===== src/rtl/frac_div_pkg.sv =====
package frac_div_pkg;

  // Control information that travels alongside each operand pair.
  typedef struct packed {
    logic vld;
    logic neg;
  } fdiv_tag_t;

endpackage


===== src/rtl/fdiv_rst_sync.sv =====
module fdiv_rst_sync #(
  parameter int unsigned STAGES = 2
) (
  input  logic clk,
  input  logic rst_n,
  output logic rst_ns
);

  logic [STAGES-1:0] sync_q;
  logic [STAGES-1:0] sync_d;

  always_comb begin
    sync_d = {sync_q[STAGES-2:0], 1'b1};
  end

  // Assert immediately, release after STAGES clock edges.
  always_ff @(posedge clk or negedge rst_n) begin
    if (!rst_n) begin
      sync_q <= '0;
    end else begin
      sync_q <= sync_d;
    end
  end

  assign rst_ns = sync_q[STAGES-1];

endmodule


===== src/rtl/fdiv_stage.sv =====
module fdiv_stage
  import frac_div_pkg::*;
#(
  parameter int unsigned W     = 15,
  parameter bit          FIRST = 1'b0
) (
  input  logic        clk,
  input  logic        rst_n,
  input  fdiv_tag_t   tag_i,
  input  logic [W:0]  rem_i,
  input  logic [W-1:0] div_i,
  input  logic [W-1:0] q_i,
  output fdiv_tag_t   tag_o,
  output logic [W:0]  rem_o,
  output logic [W-1:0] div_o,
  output logic [W-1:0] q_o
);

  localparam int unsigned RW = W + 1;

  logic          prev_bit;
  logic [RW-1:0] rem_shl;
  logic [RW-1:0] div_ext;
  logic [RW-1:0] rem_d;
  logic [W-1:0]  q_d;

  // The first stage behaves as if the earlier bit were 1: it forms 2c - L.
  generate
    if (FIRST) begin : g_first
      assign prev_bit = 1'b1;
    end else begin : g_next
      assign prev_bit = q_i[0];
    end
  endgenerate

  // Doubling the remainder is the same as halving the divisor step. The
  // true result always fits RW signed bits, so wraparound is harmless.
  always_comb begin
    rem_shl = {rem_i[RW-2:0], 1'b0};
    div_ext = {1'b0, div_i};
    if (prev_bit) begin
      rem_d = rem_shl - div_ext;
    end else begin
      rem_d = rem_shl + div_ext;
    end
    q_d = {q_i[W-2:0], ~rem_d[RW-1]};
  end

  // Valid bit always advances. Data registers load only with a valid pair.
  always_ff @(posedge clk or negedge rst_n) begin
    if (!rst_n) begin
      tag_o.vld <= 1'b0;
    end else begin
      tag_o.vld <= tag_i.vld;
    end
  end

  always_ff @(posedge clk or negedge rst_n) begin
    if (!rst_n) begin
      tag_o.neg <= 1'b0;
      rem_o     <= '0;
      div_o     <= '0;
      q_o       <= '0;
    end else if (tag_i.vld) begin
      tag_o.neg <= tag_i.neg;
      rem_o     <= rem_d;
      div_o     <= div_i;
      q_o       <= q_d;
    end
  end

  // the remainder magnitude never exceeds the divisor.
  assert_rem_bound_R2 : assert property (@(posedge clk) disable iff (!rst_n)
    tag_o.vld |-> (($signed(rem_o) <= $signed({1'b0, div_o})) &&
                   ($signed(rem_o) >= -$signed({1'b0, div_o}))));

  // a stage never receives more quotient bits than the word can hold.
  assert_q_headroom_R2 : assert property (@(posedge clk) disable iff (!rst_n)
    tag_i.vld |-> (q_i[W-1] == 1'b0));

endmodule


===== src/rtl/fdiv_out.sv =====
module fdiv_out
  import frac_div_pkg::*;
#(
  parameter int unsigned W = 15
) (
  input  logic         clk,
  input  logic         rst_n,
  input  fdiv_tag_t    tag_i,
  input  logic [W-1:0] q_i,
  input  logic [W-1:0] div_i,
  input  logic [W:0]   rem_i,
  output logic         vld_o,
  output logic [W:0]   val_o
);

  logic [W-1:0] mag;
  logic [W:0]   val_d;

  // A zero divisor means a zero vector: force the magnitude to 0.
  always_comb begin
    mag = (div_i == '0) ? '0 : q_i;
    if (tag_i.neg) begin
      val_d = ~{1'b0, mag} + 1'b1;
    end else begin
      val_d = {1'b0, mag};
    end
  end

  always_ff @(posedge clk or negedge rst_n) begin
    if (!rst_n) begin
      vld_o <= 1'b0;
    end else begin
      vld_o <= tag_i.vld;
    end
  end

  always_ff @(posedge clk or negedge rst_n) begin
    if (!rst_n) begin
      val_o <= '0;
    end else if (tag_i.vld) begin
      val_o <= val_d;
    end
  end

  // a negative word always comes from a negative operand.
  assert_sign_R5 : assert property (@(posedge clk) disable iff (!rst_n)
    (vld_o && val_o[W]) |-> $past(tag_i.neg));

  // a zero divisor yields a zero word.
  assert_zero_div_R6 : assert property (@(posedge clk) disable iff (!rst_n)
    (vld_o && ($past(div_i) == '0)) |-> (val_o == '0));

  // with a zero divisor the recurrence leaves a zero remainder.
  assert_zero_rem_R6 : assert property (@(posedge clk) disable iff (!rst_n)
    (tag_i.vld && (div_i == '0)) |-> (rem_i == '0));

  // an all-ones positive quotient comes out as the largest positive word.
  assert_full_scale_R3 : assert property (@(posedge clk) disable iff (!rst_n)
    $past(tag_i.vld && (q_i == '1) && (div_i != '0) && !tag_i.neg)
      |-> (val_o == {1'b0, {W{1'b1}}}));

endmodule


===== src/rtl/frac_norm_divider.sv =====
module frac_norm_divider
  import frac_div_pkg::*;
#(
  parameter int unsigned W = 15
) (
  input  logic         clk,
  input  logic         rst_n,
  input  logic         in_valid,
  input  logic         in_neg,
  input  logic [W-1:0] in_comp,
  input  logic [W-1:0] in_len,
  output logic         out_valid,
  output logic [W:0]   out_value
);

  localparam int unsigned LAT = W + 1;
  localparam int unsigned CW  = $clog2(LAT + 1);

  logic rst_ns;

  fdiv_tag_t    tag_c [0:W];
  logic [W:0]   rem_c [0:W];
  logic [W-1:0] div_c [0:W];
  logic [W-1:0] q_c   [0:W];

  fdiv_rst_sync #(.STAGES(2)) u_rst (
    .clk    (clk),
    .rst_n  (rst_n),
    .rst_ns (rst_ns)
  );

  // Entry point of the chain: the remainder starts as the component.
  assign tag_c[0].vld = in_valid;
  assign tag_c[0].neg = in_neg;
  assign rem_c[0]     = {1'b0, in_comp};
  assign div_c[0]     = in_len;
  assign q_c[0]       = '0;

  generate
    for (genvar s = 1; s <= W; s++) begin : g_stage
      fdiv_stage #(.W(W), .FIRST(s == 1)) u_stage (
        .clk   (clk),
        .rst_n (rst_ns),
        .tag_i (tag_c[s-1]),
        .rem_i (rem_c[s-1]),
        .div_i (div_c[s-1]),
        .q_i   (q_c[s-1]),
        .tag_o (tag_c[s]),
        .rem_o (rem_c[s]),
        .div_o (div_c[s]),
        .q_o   (q_c[s])
      );
    end
  endgenerate

  fdiv_out #(.W(W)) u_out (
    .clk   (clk),
    .rst_n (rst_ns),
    .tag_i (tag_c[W]),
    .q_i   (q_c[W]),
    .div_i (div_c[W]),
    .rem_i (rem_c[W]),
    .vld_o (out_valid),
    .val_o (out_value)
  );

  // Cycle counter since reset release, used only to bound out_valid.
  logic [CW-1:0] since_rst_q;
  logic [CW-1:0] since_rst_d;

  always_comb begin
    since_rst_d = since_rst_q;
    if (since_rst_q < CW'(LAT)) begin
      since_rst_d = since_rst_q + 1'b1;
    end
  end

  always_ff @(posedge clk or negedge rst_ns) begin
    if (!rst_ns) begin
      since_rst_q <= '0;
    end else begin
      since_rst_q <= since_rst_d;
    end
  end

  // no result appears before a full pipeline traversal after reset.
  assert_quiet_after_reset_R7 : assert property (@(posedge clk) disable iff (!rst_ns)
    out_valid |-> (since_rst_q >= CW'(LAT)));

endmodule


===== config.mk =====
export PLATFORM = sky130hd
export DESIGN_NAME = frac_norm_divider
export DESIGN_NICKNAME = d
export VERILOG_FILES = /design/src/rtl/frac_div_pkg.sv /design/src/rtl/fdiv_rst_sync.sv /design/src/rtl/fdiv_stage.sv /design/src/rtl/fdiv_out.sv /design/src/rtl/frac_norm_divider.sv
export SDC_FILE = /design/constraint.sdc
export NUM_CORES = 2
export LEC_CHECK = 0
export BUFFER_PORTS_ARGS = -buffer_cell sky130_fd_sc_hd__buf_2
export CORE_MARGIN = 10
export CORE_UTILIZATION = 59
export DETAILED_ROUTE_END_ITERATION = 8
export GPL_TIMING_DRIVEN = 1
export PLACE_DENSITY = 0.78
export SLEW_MARGIN = 0
export SYNTH_ARGS = -nofsm -noshare
export SYNTH_HDL_FRONTEND = slang
export SYNTH_SLANG_ARGS = --single-unit

===== constraint.sdc =====
create_clock -name clk -period 16.23 [get_ports clk]
set_input_delay 1.623 -clock clk [delete_from_list [all_inputs] [get_ports clk]]
set_output_delay 1.623 -clock clk [all_outputs]
set_load 0.02 [all_outputs]

==> results.py <==
metrics = {
    "global_route": {
        "grt_overflow": 0,
        "grt_pass1_vias": 32350,
        "grt_pass1_wl_um": 158000,
        "grt_start_max_net_pins": 190,
        "grtUsageMet3_pct": 3.122,
        "antenna_found_initial": 0,
        "grt.busiest_layer": "met2",
        "use_met1_pct": 30.36,
        "grt_util_met2_pct": 37.90,
        "gr-usage-all-layers_pct": 22.58,
    },
    "hold_path": {
        "hold_path_class": "reg -> async",
    },
    "power": {
        "p_per_area_mw_per_mm2": 193.5,
        "peakVddDrop_v": 0.0001040,
        "power_leakage_nw": 19.63,
    },
    "worst_setup_path": {
        "start_kind": "primary input",
        "worstPathRequired_ns": 16.72,
        "cp_max_fo": 3,
        "critical_path_class": "in -> reg",
        "critPathArrivalTime_ns": 3.93,
        "max_stage_delay_ns": 0.49,
        "worst_path_max_delay_cell": "o311ai_0",
        "crit_path_cell_trace": "buf_2 -> fa_1 -> a211oi_1 -> o21ai_0 -> a21oi_1 -> o21ai_0 -> o311ai_0 -> and3_1 -> o31ai_1",
        "cpMostUsedCell": "o21ai_0",
        "cp-end-kind": "flop",
    },
    "routing": {
        "antenna_left": 0,
        "drtIter0Drc": 2878,
        "detail_route.wl_per_cell_um": 16.73,
        "post_drt_via_cell_ratio": 5.981,
        "totalWireLength_um": 92970,
        "drt_pass1_iterations": 6,
        "vias": 33230,
        "drcViolationCount": 0,
    },
    "clocking": {
        "h-tree-depth": 3,
        "post-cts-setup-buffers": 0,
        "cts_tree": "built",
        "ctsResizeCount": 0,
        "worstSkewPairLatency_ns": 0.62,
        "clock_tree.root_cell": "clkbuf_16",
        "clk_pin_slew_ns": 0.06,
        "numCtsBuffers": 69,
        "ctsLongestPathBuffers": 3,
        "postCtsHoldBufs": 0,
        "cts_num_sinks": 590,
    },
    "sta": {
        "rsz0062_at_grt": "false",
        "hold_violations": 0,
        "setup_viol": 0,
        "drv_slew": 0,
        "worstMarginPinSlew_ns": 1.142,
        "finalCritPeriodShare_pct": 21.21,
        "timing.fmax_mhz": 290.5,
        "whs_ns": 0.2886,
        "setup_ws_ns": 12.79,
        "slew_headroom_pct": 23.87,
        "final.setup.tns_ns": 0,
        "finClkSkew_ns": 0.02438,
        "min_period_ns": 3.442,
    },
    "synth": {
        "synth_cell_types": 88,
        "synth_area_leader_cell": "dfrtp_1",
        "synth.avg_cell_area_um2": 8.806,
        "synth_edf_count": 0,
        "synthArstFlopShare_pct": 100.0,
        "ys_seq_elements": 590,
        "synth_area_leaders": "dfrtp_1, ha_1, mux2_2",
        "synth-seq-area-share_pct": 35.98,
        "synth_top_area_share_pct": 35.98,
        "syn_area_mm2": 0.04104,
        "synth.most_common_cell": "dfrtp_1",
        "synth_common_cells": "dfrtp_1, inv_1, ha_1",
        "synthFlopType": "dfrtp_1",
        "yosysWarnings": 0,
        "synth_cells": 4660,
        "syn-num-nets": 5128,
    },
    "placed_design": {
        "pre_cts_slack_ns": 12.20,
        "hpwl_um": 67460,
        "port_buffers": 50,
        "dp_cells": 5432,
        "place_congestion": 0.8881,
    },
    "floorplan": {
        "dieWidth_um": 283.7,
        "fp.coreArea_mm2": 0.06883,
        "io_pins": 51,
        "initial_core_util_pct": 59.62,
        "rows": 96,
        "dieArea_mm2": 0.08050,
        "die_y_um": 283.7,
    },
    "final_layout": {
        "fin_nets": 5040,
        "final_layout_size_suffix_gt1_share_pct": 9.816,
        "fillCellCount": 5695,
        "multi_input_area_mm2": 0.02376,
        "n_antenna_cell": 0,
        "fin_cells": 5556,
        "synthToLayoutAreaGrowth_pct": 7.699,
        "register_area_mm2": 0.01478,
    },
    "status": {
        "status": "finished clean",
    },
    "flow_run": {
        "maxCapViolCount": 0,
    },
}
==> registers in the layout, indices dropped and copies added (netlist names) <==
register and cells:
u_out.vld_o 1, g_stage.u_stage.q_o 120, u_rst.sync_q 2, g_stage.u_stage.tag_o 30, g_stage.u_stage.rem_o 196, u_out.val_o 16
g_stage.u_stage.div_o 225
==> cell type report <==
type / count / area share [%]
multi-input combinational: 3402 / 53.76
clock inverter: 34 / 1.059
sequential: 590 / 33.44
clock buffer: 90 / 4.360
tap: 931 / 2.636
inverter: 433 / 3.677
timing repair buffer: 76 / 1.064
==> worst max-delay path, delay by kind of cell <==
| kind | cells | cell delay, ns |
|---|---|---|
| AOI/OAI and AO/OA | 6 | 1.49 |
| buffers and inverters | 1 | 0.12 |
| adders and majority gates | 1 | 0.48 |
| and+or+nand+nor | 1 | 0.22 |
==> worst paths after layout <==
path	to	depth (start not counted)	slack, ns	startpoint
max in group asynchronous	g_stage[7].u_stage.tag_o[1]$_DFF_PN0_	3	12.91	u_rst.sync_q[1]$_DFF_PN0_
worst max register to register	g_stage[7].u_stage.tag_o[1]$_DFF_PN0_	3	12.91	u_rst.sync_q[1]$_DFF_PN0_
worst min register to register	g_stage[3].u_stage.tag_o[1]$_DFF_PN0_	0	0.29	u_rst.sync_q[1]$_DFF_PN0_
min in group clk	u_rst.sync_q[1]$_DFF_PN0_	0	0.36	u_rst.sync_q[0]$_DFF_PN0_
worst min-delay path	g_stage[3].u_stage.tag_o[1]$_DFF_PN0_	0	0.29	u_rst.sync_q[1]$_DFF_PN0_
worst max-delay path	g_stage[1].u_stage.rem_o[14]$_DFFE_PN0P_	9	12.79	in_comp[0]
==> logic make-up after synthesis <==
family                     after synthesis  synth area share [%]
DFF                                    590                 35.98
AOI/OAI and AO/OA                     1388                 21.48
muxes                                  219                 5.976
buffers and inverters                  668                 6.119
other                                    1              0.009138
adders and majority gates              434                 13.49
and+or+nand+nor                       1210                 13.75
xor gates and xnor gates               150                 3.201
==> metrics by stage <==
stage               instance area, µm²  total power [mW]  util [%]
global route                     44200             9.252     64.21
CTS                              44200             8.539     64.21
global placement                 41800             6.734     60.73
finish                           44200             8.550     64.21
floorplan                        41040             5.855         -
detailed placement               41800             6.850     60.73
==> per-layer routing <==
| metal | routed length [µm] | share of wire [%] |
|---|---|---|
| met5 | 0 | 0 |
| met4 | 1713 | 1.8 |
| met3 | 4914 | 5.3 |
| met2 | 44310 | 48 |
| met1 | 42040 | 45 |
==> report_power, final <==
part | internal, mW | switching [mW] | total [mW]
Combinational | 1.93 | 2.53 | 4.45
Clock | 0.975 | 0.652 | 1.63
Sequential | 1.98 | 0.486 | 2.47
==> cell usage in the layout, fill, tap and decap left out, types with 19 or more instances in the layout <==
master,n
ha_1,420
a21o_1,68
mux2_2,208
clkbuf_16,70
or3_1,45
a31oi_1,55
buf_4,24
a221oi_1,24
xor2_1,47
nand3_1,66
o211ai_1,51
o21ai_0,387
o31ai_1,67
and3_1,26
a211oi_1,63
a21oi_1,363
dfrtp_1,580
buf_2,50
nand2_1,387
o21a_1,45
nor4_1,27
nor2b_1,49
nor2_1,345
o21bai_1,39
nor3_1,98
xnor2_1,103
nand4_1,38
nand2b_1,51
inv_1,430
a22oi_1,19
(Power assumes the default switching activity.)
